$ cat src/rtl/adc_seq_pkg.sv
package adc_seq_pkg;

    localparam int CH_W   = 3;
    localparam int NUM_CH = 1 << CH_W;
    localparam int RES_W  = 10;
    localparam int REG_W  = 8;

    localparam int ADR_CTL_A  = 0;
    localparam int ADR_CTL_B  = 1;
    localparam int ADR_OVF    = 2;
    localparam int ADR_RES_HI = 16;
    localparam int ADR_RES_LO = 24;

    typedef struct packed {
        logic [CH_W-1:0] chan;
        logic            fast;
        logic            scan;
        logic            pwr;
        logic            rpt;
        logic            start;
    } ctl_a_t;

    typedef struct packed {
        logic [2:0] spare;
        logic       prech_off;
        logic       ext_ref;
        logic       res8;
        logic       ovf_ie;
        logic       aux_ie;
    } ctl_b_t;

    typedef enum logic [1:0] {
        SQ_IDLE   = 2'd0,
        SQ_LAUNCH = 2'd1,
        SQ_WAIT   = 2'd2
    } sq_state_e;

    function automatic logic [RES_W-1:0] align_res(input logic [RES_W-1:0] raw,
                                                   input logic             res8);
        return res8 ? {raw[RES_W-1:2], 2'b00} : raw;
    endfunction

endpackage

$ cat src/rtl/adc_cfg_regs.sv
module adc_cfg_regs
    import adc_seq_pkg::*;
#(
    parameter int ADDR_W = 5
) (
    input  logic              clk,
    input  logic              rst,
    input  logic              halt_i,
    input  logic              wr_i,
    input  logic [ADDR_W-1:0] addr_i,
    input  logic [REG_W-1:0]  wdata_i,
    input  logic              clr_start_i,
    output ctl_a_t            ctl_a_o,
    output ctl_b_t            ctl_b_o
);

    always_ff @(posedge clk) begin
        if (rst || halt_i) begin
            ctl_a_o <= '0;
            ctl_b_o <= '0;
        end else begin
            if (clr_start_i)
                ctl_a_o.start <= 1'b0;
            if (wr_i && addr_i == ADDR_W'(ADR_CTL_A))
                ctl_a_o <= ctl_a_t'(wdata_i);
            if (wr_i && addr_i == ADDR_W'(ADR_CTL_B))
                ctl_b_o <= ctl_b_t'({3'b000, wdata_i[4:0]});
        end
    end

endmodule

$ cat src/rtl/adc_clk_div.sv
module adc_clk_div #(
    parameter int SLOW_DIV = 8
) (
    input  logic clk,
    input  logic rst,
    input  logic en_i,
    input  logic fast_i,
    output logic tick_o
);

    localparam int FAST_DIV = SLOW_DIV / 2;
    localparam int CNT_W    = $clog2(SLOW_DIV);

    logic [CNT_W-1:0] cnt_q;
    logic [CNT_W-1:0] lim;

    assign lim    = fast_i ? CNT_W'(FAST_DIV - 1) : CNT_W'(SLOW_DIV - 1);
    assign tick_o = en_i && (cnt_q >= lim);

    always_ff @(posedge clk) begin
        if (rst || !en_i)
            cnt_q <= '0;
        else if (cnt_q >= lim)
            cnt_q <= '0;
        else
            cnt_q <= cnt_q + 1'b1;
    end

endmodule

$ cat src/rtl/adc_seq_fsm.sv
module adc_seq_fsm
    import adc_seq_pkg::*;
(
    input  logic            clk,
    input  logic            rst,
    input  logic            halt_i,
    input  ctl_a_t          ctl_a_i,
    input  logic            busy_i,
    input  logic            done_i,
    output logic            start_o,
    output logic [CH_W-1:0] chan_o,
    output logic            store_o,
    output logic            clr_start_o
);

    sq_state_e       st_q;
    logic [CH_W-1:0] ch_q;
    logic [CH_W-1:0] first_ch;
    logic            run_ok;
    logic            pass_end;

    assign run_ok      = ctl_a_i.pwr && ctl_a_i.start;
    assign first_ch    = ctl_a_i.scan ? '0 : ctl_a_i.chan;
    assign pass_end    = !ctl_a_i.scan || (ch_q >= ctl_a_i.chan);
    assign start_o     = run_ok && (st_q == SQ_LAUNCH) && !busy_i;
    assign store_o     = run_ok && (st_q == SQ_WAIT) && done_i;
    assign clr_start_o = store_o && pass_end && !ctl_a_i.rpt;
    assign chan_o      = ch_q;

    always_ff @(posedge clk) begin
        if (rst || halt_i) begin
            st_q <= SQ_IDLE;
            ch_q <= '0;
        end else if (!run_ok) begin
            st_q <= SQ_IDLE;
        end else begin
            case (st_q)
                SQ_IDLE: begin
                    ch_q <= first_ch;
                    st_q <= SQ_LAUNCH;
                end
                SQ_LAUNCH: begin
                    if (!busy_i)
                        st_q <= SQ_WAIT;
                end
                SQ_WAIT: begin
                    if (done_i) begin
                        if (!pass_end) begin
                            ch_q <= ch_q + 1'b1;
                            st_q <= SQ_LAUNCH;
                        end else if (ctl_a_i.rpt) begin
                            ch_q <= first_ch;
                            st_q <= SQ_LAUNCH;
                        end else begin
                            st_q <= SQ_IDLE;
                        end
                    end
                end
                default: st_q <= SQ_IDLE;
            endcase
        end
    end

endmodule

$ cat src/rtl/adc_result_bank.sv
module adc_result_bank
    import adc_seq_pkg::*;
(
    input  logic                          clk,
    input  logic                          rst,
    input  logic                          store_i,
    input  logic [CH_W-1:0]               ch_i,
    input  logic [RES_W-1:0]              data_i,
    input  logic                          res8_i,
    input  logic [NUM_CH-1:0]             clr_i,
    output logic [NUM_CH-1:0][RES_W-1:0]  res_o,
    output logic [NUM_CH-1:0]             ovf_o
);

    for (genvar i = 0; i < NUM_CH; i++) begin : g_ch
        logic [RES_W-1:0] val_q;
        logic             unread_q;
        logic             ovf_q;
        logic             hit;

        assign hit      = store_i && (ch_i == CH_W'(i));
        assign res_o[i] = val_q;
        assign ovf_o[i] = ovf_q;

        always_ff @(posedge clk) begin
            if (rst) begin
                val_q    <= '0;
                unread_q <= 1'b0;
                ovf_q    <= 1'b0;
            end else if (hit) begin
                val_q    <= align_res(data_i, res8_i);
                unread_q <= 1'b1;
                ovf_q    <= !clr_i[i] && (ovf_q || unread_q);
            end else if (clr_i[i]) begin
                unread_q <= 1'b0;
                ovf_q    <= 1'b0;
            end
        end
    end

endmodule

$ cat src/rtl/adc_seq_ctrl.sv
module adc_seq_ctrl
    import adc_seq_pkg::*;
#(
    parameter int ADDR_W   = 5,
    parameter int SLOW_DIV = 8
) (
    input  logic              clk,
    input  logic              rst,
    input  logic              halt_i,
    input  logic              irq_mask_i,
    input  logic              bus_wr_i,
    input  logic              bus_rd_i,
    input  logic [ADDR_W-1:0] bus_addr_i,
    input  logic [7:0]        bus_wdata_i,
    output logic [7:0]        bus_rdata_o,
    output logic              cnv_start_o,
    input  logic              cnv_busy_i,
    input  logic              cnv_done_i,
    input  logic [9:0]        cnv_data_i,
    output logic [2:0]        cnv_chan_o,
    output logic              cnv_res8_o,
    output logic              cnv_pwr_o,
    output logic              cnv_tick_o,
    output logic              irq_ovf_o
);

    localparam int TAG_W = ADDR_W - CH_W;
    localparam logic [TAG_W-1:0] HI_TAG = TAG_W'(ADR_RES_HI >> CH_W);
    localparam logic [TAG_W-1:0] LO_TAG = TAG_W'(ADR_RES_LO >> CH_W);

    ctl_a_t                       c1_q;
    ctl_b_t                       c2_q;
    logic                         store;
    logic                         clr_start;
    logic [NUM_CH-1:0][RES_W-1:0] res;
    logic [NUM_CH-1:0]            ovf;
    logic [NUM_CH-1:0]            rd_clr;
    logic [CH_W-1:0]              idx;
    logic                         hi_sel;
    logic                         lo_sel;

    assign idx    = bus_addr_i[CH_W-1:0];
    assign hi_sel = bus_addr_i[ADDR_W-1:CH_W] == HI_TAG;
    assign lo_sel = bus_addr_i[ADDR_W-1:CH_W] == LO_TAG;
    assign rd_clr = (bus_rd_i && hi_sel) ? (NUM_CH'(1) << idx) : '0;

    adc_cfg_regs #(.ADDR_W(ADDR_W)) u_regs (
        .clk        (clk),
        .rst        (rst),
        .halt_i     (halt_i),
        .wr_i       (bus_wr_i),
        .addr_i     (bus_addr_i),
        .wdata_i    (bus_wdata_i),
        .clr_start_i(clr_start),
        .ctl_a_o    (c1_q),
        .ctl_b_o    (c2_q)
    );

    adc_clk_div #(.SLOW_DIV(SLOW_DIV)) u_div (
        .clk   (clk),
        .rst   (rst),
        .en_i  (c1_q.pwr),
        .fast_i(c1_q.fast),
        .tick_o(cnv_tick_o)
    );

    adc_seq_fsm u_fsm (
        .clk        (clk),
        .rst        (rst),
        .halt_i     (halt_i),
        .ctl_a_i    (c1_q),
        .busy_i     (cnv_busy_i),
        .done_i     (cnv_done_i),
        .start_o    (cnv_start_o),
        .chan_o     (cnv_chan_o),
        .store_o    (store),
        .clr_start_o(clr_start)
    );

    adc_result_bank u_bank (
        .clk    (clk),
        .rst    (rst),
        .store_i(store),
        .ch_i   (cnv_chan_o),
        .data_i (cnv_data_i),
        .res8_i (c2_q.res8),
        .clr_i  (rd_clr),
        .res_o  (res),
        .ovf_o  (ovf)
    );

    assign cnv_pwr_o  = c1_q.pwr;
    assign cnv_res8_o = c2_q.res8;
    assign irq_ovf_o  = c2_q.ovf_ie && irq_mask_i && (|ovf);

    always_comb begin
        bus_rdata_o = '0;
        if (bus_addr_i == ADDR_W'(ADR_CTL_A))
            bus_rdata_o = c1_q;
        else if (bus_addr_i == ADDR_W'(ADR_CTL_B))
            bus_rdata_o = c2_q;
        else if (bus_addr_i == ADDR_W'(ADR_OVF))
            bus_rdata_o = REG_W'(ovf);
        else if (hi_sel)
            bus_rdata_o = res[idx][RES_W-1:2];
        else if (lo_sel)
            bus_rdata_o = REG_W'(res[idx][1:0]);
    end

endmodule

$ cat config.mk
export PLATFORM = sky130hd
export DESIGN_NAME = adc_seq_ctrl
export DESIGN_NICKNAME = d
export VERILOG_FILES = /design/src/rtl/adc_seq_pkg.sv /design/src/rtl/adc_cfg_regs.sv /design/src/rtl/adc_clk_div.sv /design/src/rtl/adc_seq_fsm.sv /design/src/rtl/adc_result_bank.sv /design/src/rtl/adc_seq_ctrl.sv
export SDC_FILE = /design/constraint.sdc
export NUM_CORES = 1
export LEC_CHECK = 0
export BUFFER_PORTS_ARGS = -buffer_cell sky130_fd_sc_hd__buf_4
export CAP_MARGIN = 10
export CORE_AREA = 2 2 105 107
export CTS_CLUSTER_SIZE = 16
export DETAILED_ROUTE_END_ITERATION = 10
export DIE_AREA = 0 0 107 109
export GPL_TIMING_DRIVEN = 0
export HOLD_SLACK_MARGIN = 0.08
export PLACE_DENSITY = 0.82
export SLEW_MARGIN = 20
export SYNTH_ARGS = -nofsm -noshare
export SYNTH_HDL_FRONTEND = slang
export SYNTH_SLANG_ARGS = --single-unit
$ cat constraint.sdc
create_clock -name clk -period 1.8 [get_ports clk]
set_input_delay 0.18 -clock clk [delete_from_list [all_inputs] [get_ports clk]]
set_output_delay 0.18 -clock clk [all_outputs]
set_load 0.01 [all_outputs]
==> results.json <==
{
  "slew_violations": 0,
  "power.internal_uw": 4590,
  "vias": 4798,
  "netlist_area_mm2": 0.00562,
  "cts_made_buffers": 17,
  "drive_gt1_frac": 0.267,
  "diodes": 0,
  "synth_edf_count": 0,
  "share_comb_of_total_power": 0.052,
  "synth_cell_types": 49,
  "drc": 0,
  "syn_avg_cell_area_um2": 9.89,
  "floorplan.initialDensity": 0.530,
  "clkLatencyLatePin_ns": 0.54,
  "synth_seq_cells": 117,
  "dp_hpwl_mm": 10.3,
  "ios": 47,
  "detail_route.iter0.violations": 460,
  "design_area_mm2": 0.00705,
  "final_antenna_net_count": 0,
  "num_rows": 38,
  "pwr-share-clk": 0.522,
  "switching_share": 0.245,
  "violations": "setup timing",
  "final_util": 0.665,
  "cts-htree-levels": 4,
  "tightest_slew_ns": 0.749,
  "dieHeight_um": 109,
  "critPathCaptureType": "output port",
  "maxCapViolCount": 0,
  "grt_pass1_vias": 4819,
  "core_area_mm2": 0.0106,
  "setup_viol": 8,
  "switchingPower_uw": 1490,
  "relSlewSlack": 0.501,
  "path_max_fanout": 2,
  "wirelength_mm": 16.1,
  "area_growth_pct": 25.4,
  "vdd_drop_max_mv": 0.617,
  "die_area_mm2": 0.0117,
  "grt_max_degree": 17,
  "gp_congestion": 0.902,
  "async_reset_ff_frac": 0,
  "synthCells": 568,
  "portBuffers": 34,
  "period_share": 1.25,
  "cp_data_arrival_time_ns": 2.08,
  "fp.dieW_um": 107,
  "hold_path_class": "primary input to flip-flop",
  "routed_via_density": 6.01,
  "path_clk_slew_ns": 0.06,
  "cts_root_buffer": "clkbuf_8",
  "firstDrtPassIters": 5,
  "ys_warn_count": 0,
  "synth_ff_type": "dfxtp_1",
  "routedWlPerCell_um": 20.1,
  "status": "finished, violations left",
  "worst_ep_required_time_ns": 1.62,
  "grt_util_all_layers": 0.280,
  "antenna_found_initial": 0,
  "postPlaceCellArea_mm2": 0.00606,
  "rsz0062_at_grt": "yes",
  "timing.final.crit_period_ns": 2.26,
  "tritoncts": "done",
  "power.density_mw_per_mm2": 863,
  "fin_worst_skew_ns": 0.00952,
  "clock_path_buffers": 2,
  "grt-ovfl-total": 0,
  "setup_slack_ns": -0.457,
  "start_kind": "flip-flop",
  "fmax_ghz": 0.443,
  "syn-num-nets": 610,
  "hold_violations": 0,
  "nNetsFinal": 688,
  "p_seq_frac": 0.426,
  "ys_seq_area_frac": 0.417,
  "grt_pass1_wl_mm": 24.5,
  "leakagePower_uw": 0.00318,
  "clkSinkCount": 117,
  "worstSetupPathType": "flip-flop to output port"
}
routing by layer:
layer	routed length (µm)	global-route usage
met2	7810	0.464
met3	1150	0.0663
met5	0	0
met4	698	0.158
met1	6400	0.334
final timing paths:
kind | startpoint | endpoint | slack [ns] | cells after the start
worst max register to register | u_fsm.st_q[0]$_SDFFE_PP0P_ | u_bank.g_ch[7].val_q[5]$_SDFFE_PP0P_ | 0.03 | 7
worst min-delay path | cnv_data_i[8] | u_bank.g_ch[7].val_q[8]$_SDFFE_PP0P_ | 0.08 | 3
worst max-delay path | u_bank.g_ch[6].val_q[2]$_SDFFE_PP0P_ | bus_rdata_o[0] | -0.46 | 5
worst min register to register | u_div.cnt_q[0]$_SDFF_PP0_ | u_div.cnt_q[0]$_SDFF_PP0_ | 0.45 | 1
layout make-up:
cell class | instances | area, µm²
Fill cell | 774 | 3560
Multi-Input combinational cell | 388 | 3100
Sequential cell | 117 | 2380
Timing Repair Buffer | 61 | 512
Clock buffer | 18 | 428
Buffer | 48 | 270
Tap cell | 140 | 175
Clock inverter | 14 | 129
Inverter | 13 | 50.0
layout by cell type (no fill, tap or decap), types with 16 or more instances in the layout:
cell type,synthesis,layout
a21oi_1,21,17
dfxtp_1,117,91
buf_4,4,45
clkbuf_16,0,16
mux2i_1,103,102
nor2_1,107,107
dlygate4sd3_1,0,18
dfxtp_2,0,25
mux4_2,10,17
clkbuf_1,27,23
power by group through the flow:
stage	clock network, µW	registers (µW)	logic [µW]
2_1_floorplan	0	2650	168
3_3_place_gp	0	2650	265
3_5_place_dp	0	2650	271
4_1_cts	3160	2590	309
5_1_grt	3280	2590	335
6_report	3170	2590	316
sequential cells by signal, summed over array words and instances (netlist names):
signal	flops
u_regs.ctl_b_o	5
u_fsm.st_q	2
u_regs.ctl_a_o	8
u_div.cnt_q	3
u_bank.g_ch.val_q	80
u_bank.g_ch.ovf_q	8
u_bank.g_ch.unread_q	8
u_fsm.chan_o	3
cell usage after synthesis (7+ instances only):
| master | number | area, µm² |
|---|---|---|
| clkbuf_1 | 27 | 101 |
| buf_2 | 11 | 55.1 |
| mux2_2 | 7 | 78.8 |
| dfxtp_1 | 117 | 2340 |
| a21oi_1 | 21 | 105 |
| o21ai_0 | 7 | 35.0 |
| mux4_1 | 8 | 210 |
| nand2b_1 | 9 | 56.3 |
| mux4_2 | 10 | 225 |
| nor2_1 | 107 | 402 |
| o22ai_1 | 8 | 50.1 |
| nor3_1 | 13 | 65.1 |
| inv_1 | 12 | 45.0 |
| ha_1 | 11 | 138 |
| mux2i_1 | 103 | 1030 |
| nor2b_1 | 9 | 56.3 |
| nand2_1 | 15 | 56.3 |
through the flow:
| step | cells | power [µW] | TNS (ns) | worst slack, ns | hold WS, ns |
|---|---|---|---|---|---|
| floorplan | 568 | 2820 | 0 | 0.0823 | 0.324 |
| global placement | 742 | 2910 | -4.04 | -0.240 | 0.413 |
| detailed placement | 742 | 2920 | -7.89 | -0.301 | 0.420 |
| CTS | 794 | 6060 | -2.16 | -0.461 | 0.0874 |
| global route | 799 | 6210 | -2.47 | -0.487 | 0.127 |
| finish | 799 | 6080 | -2.19 | -0.457 | 0.0847 |
repair_timing:
item                                    4_1_cts  5_1_grt
pin swaps                                     8        9
gates cloned                                  1        1
resized for setup                            48       36
hold buffers                                 18        0
endpoints found under the hold margin        35        0
endpoints found under the setup margin       72       69
setup buffers                                 2        5
critical path, stage by stage, from the launching register on:
cell and delay (ns):
dfxtp_1 0.32, mux4_2 0.46, mux2i_1 0.21, nor2_1 0.07, or3_1 0.34, buf_6 0.14
cells by family (layout without fill, tap and decap cells):
family | after synthesis | count (layout) | synth area share
and+or+nand+nor | 184 | 184 | 0.154
adders and majority gates | 11 | 11 | 0.0245
xor gates and xnor gates | 1 | 1 | 0.00156
AOI/OAI and AO/OA | 64 | 64 | 0.0757
DFF | 117 | 117 | 0.417
buffers and inverters | 63 | 154 | 0.0519
muxes | 128 | 128 | 0.275
Power figures use the tool's default switching activity.
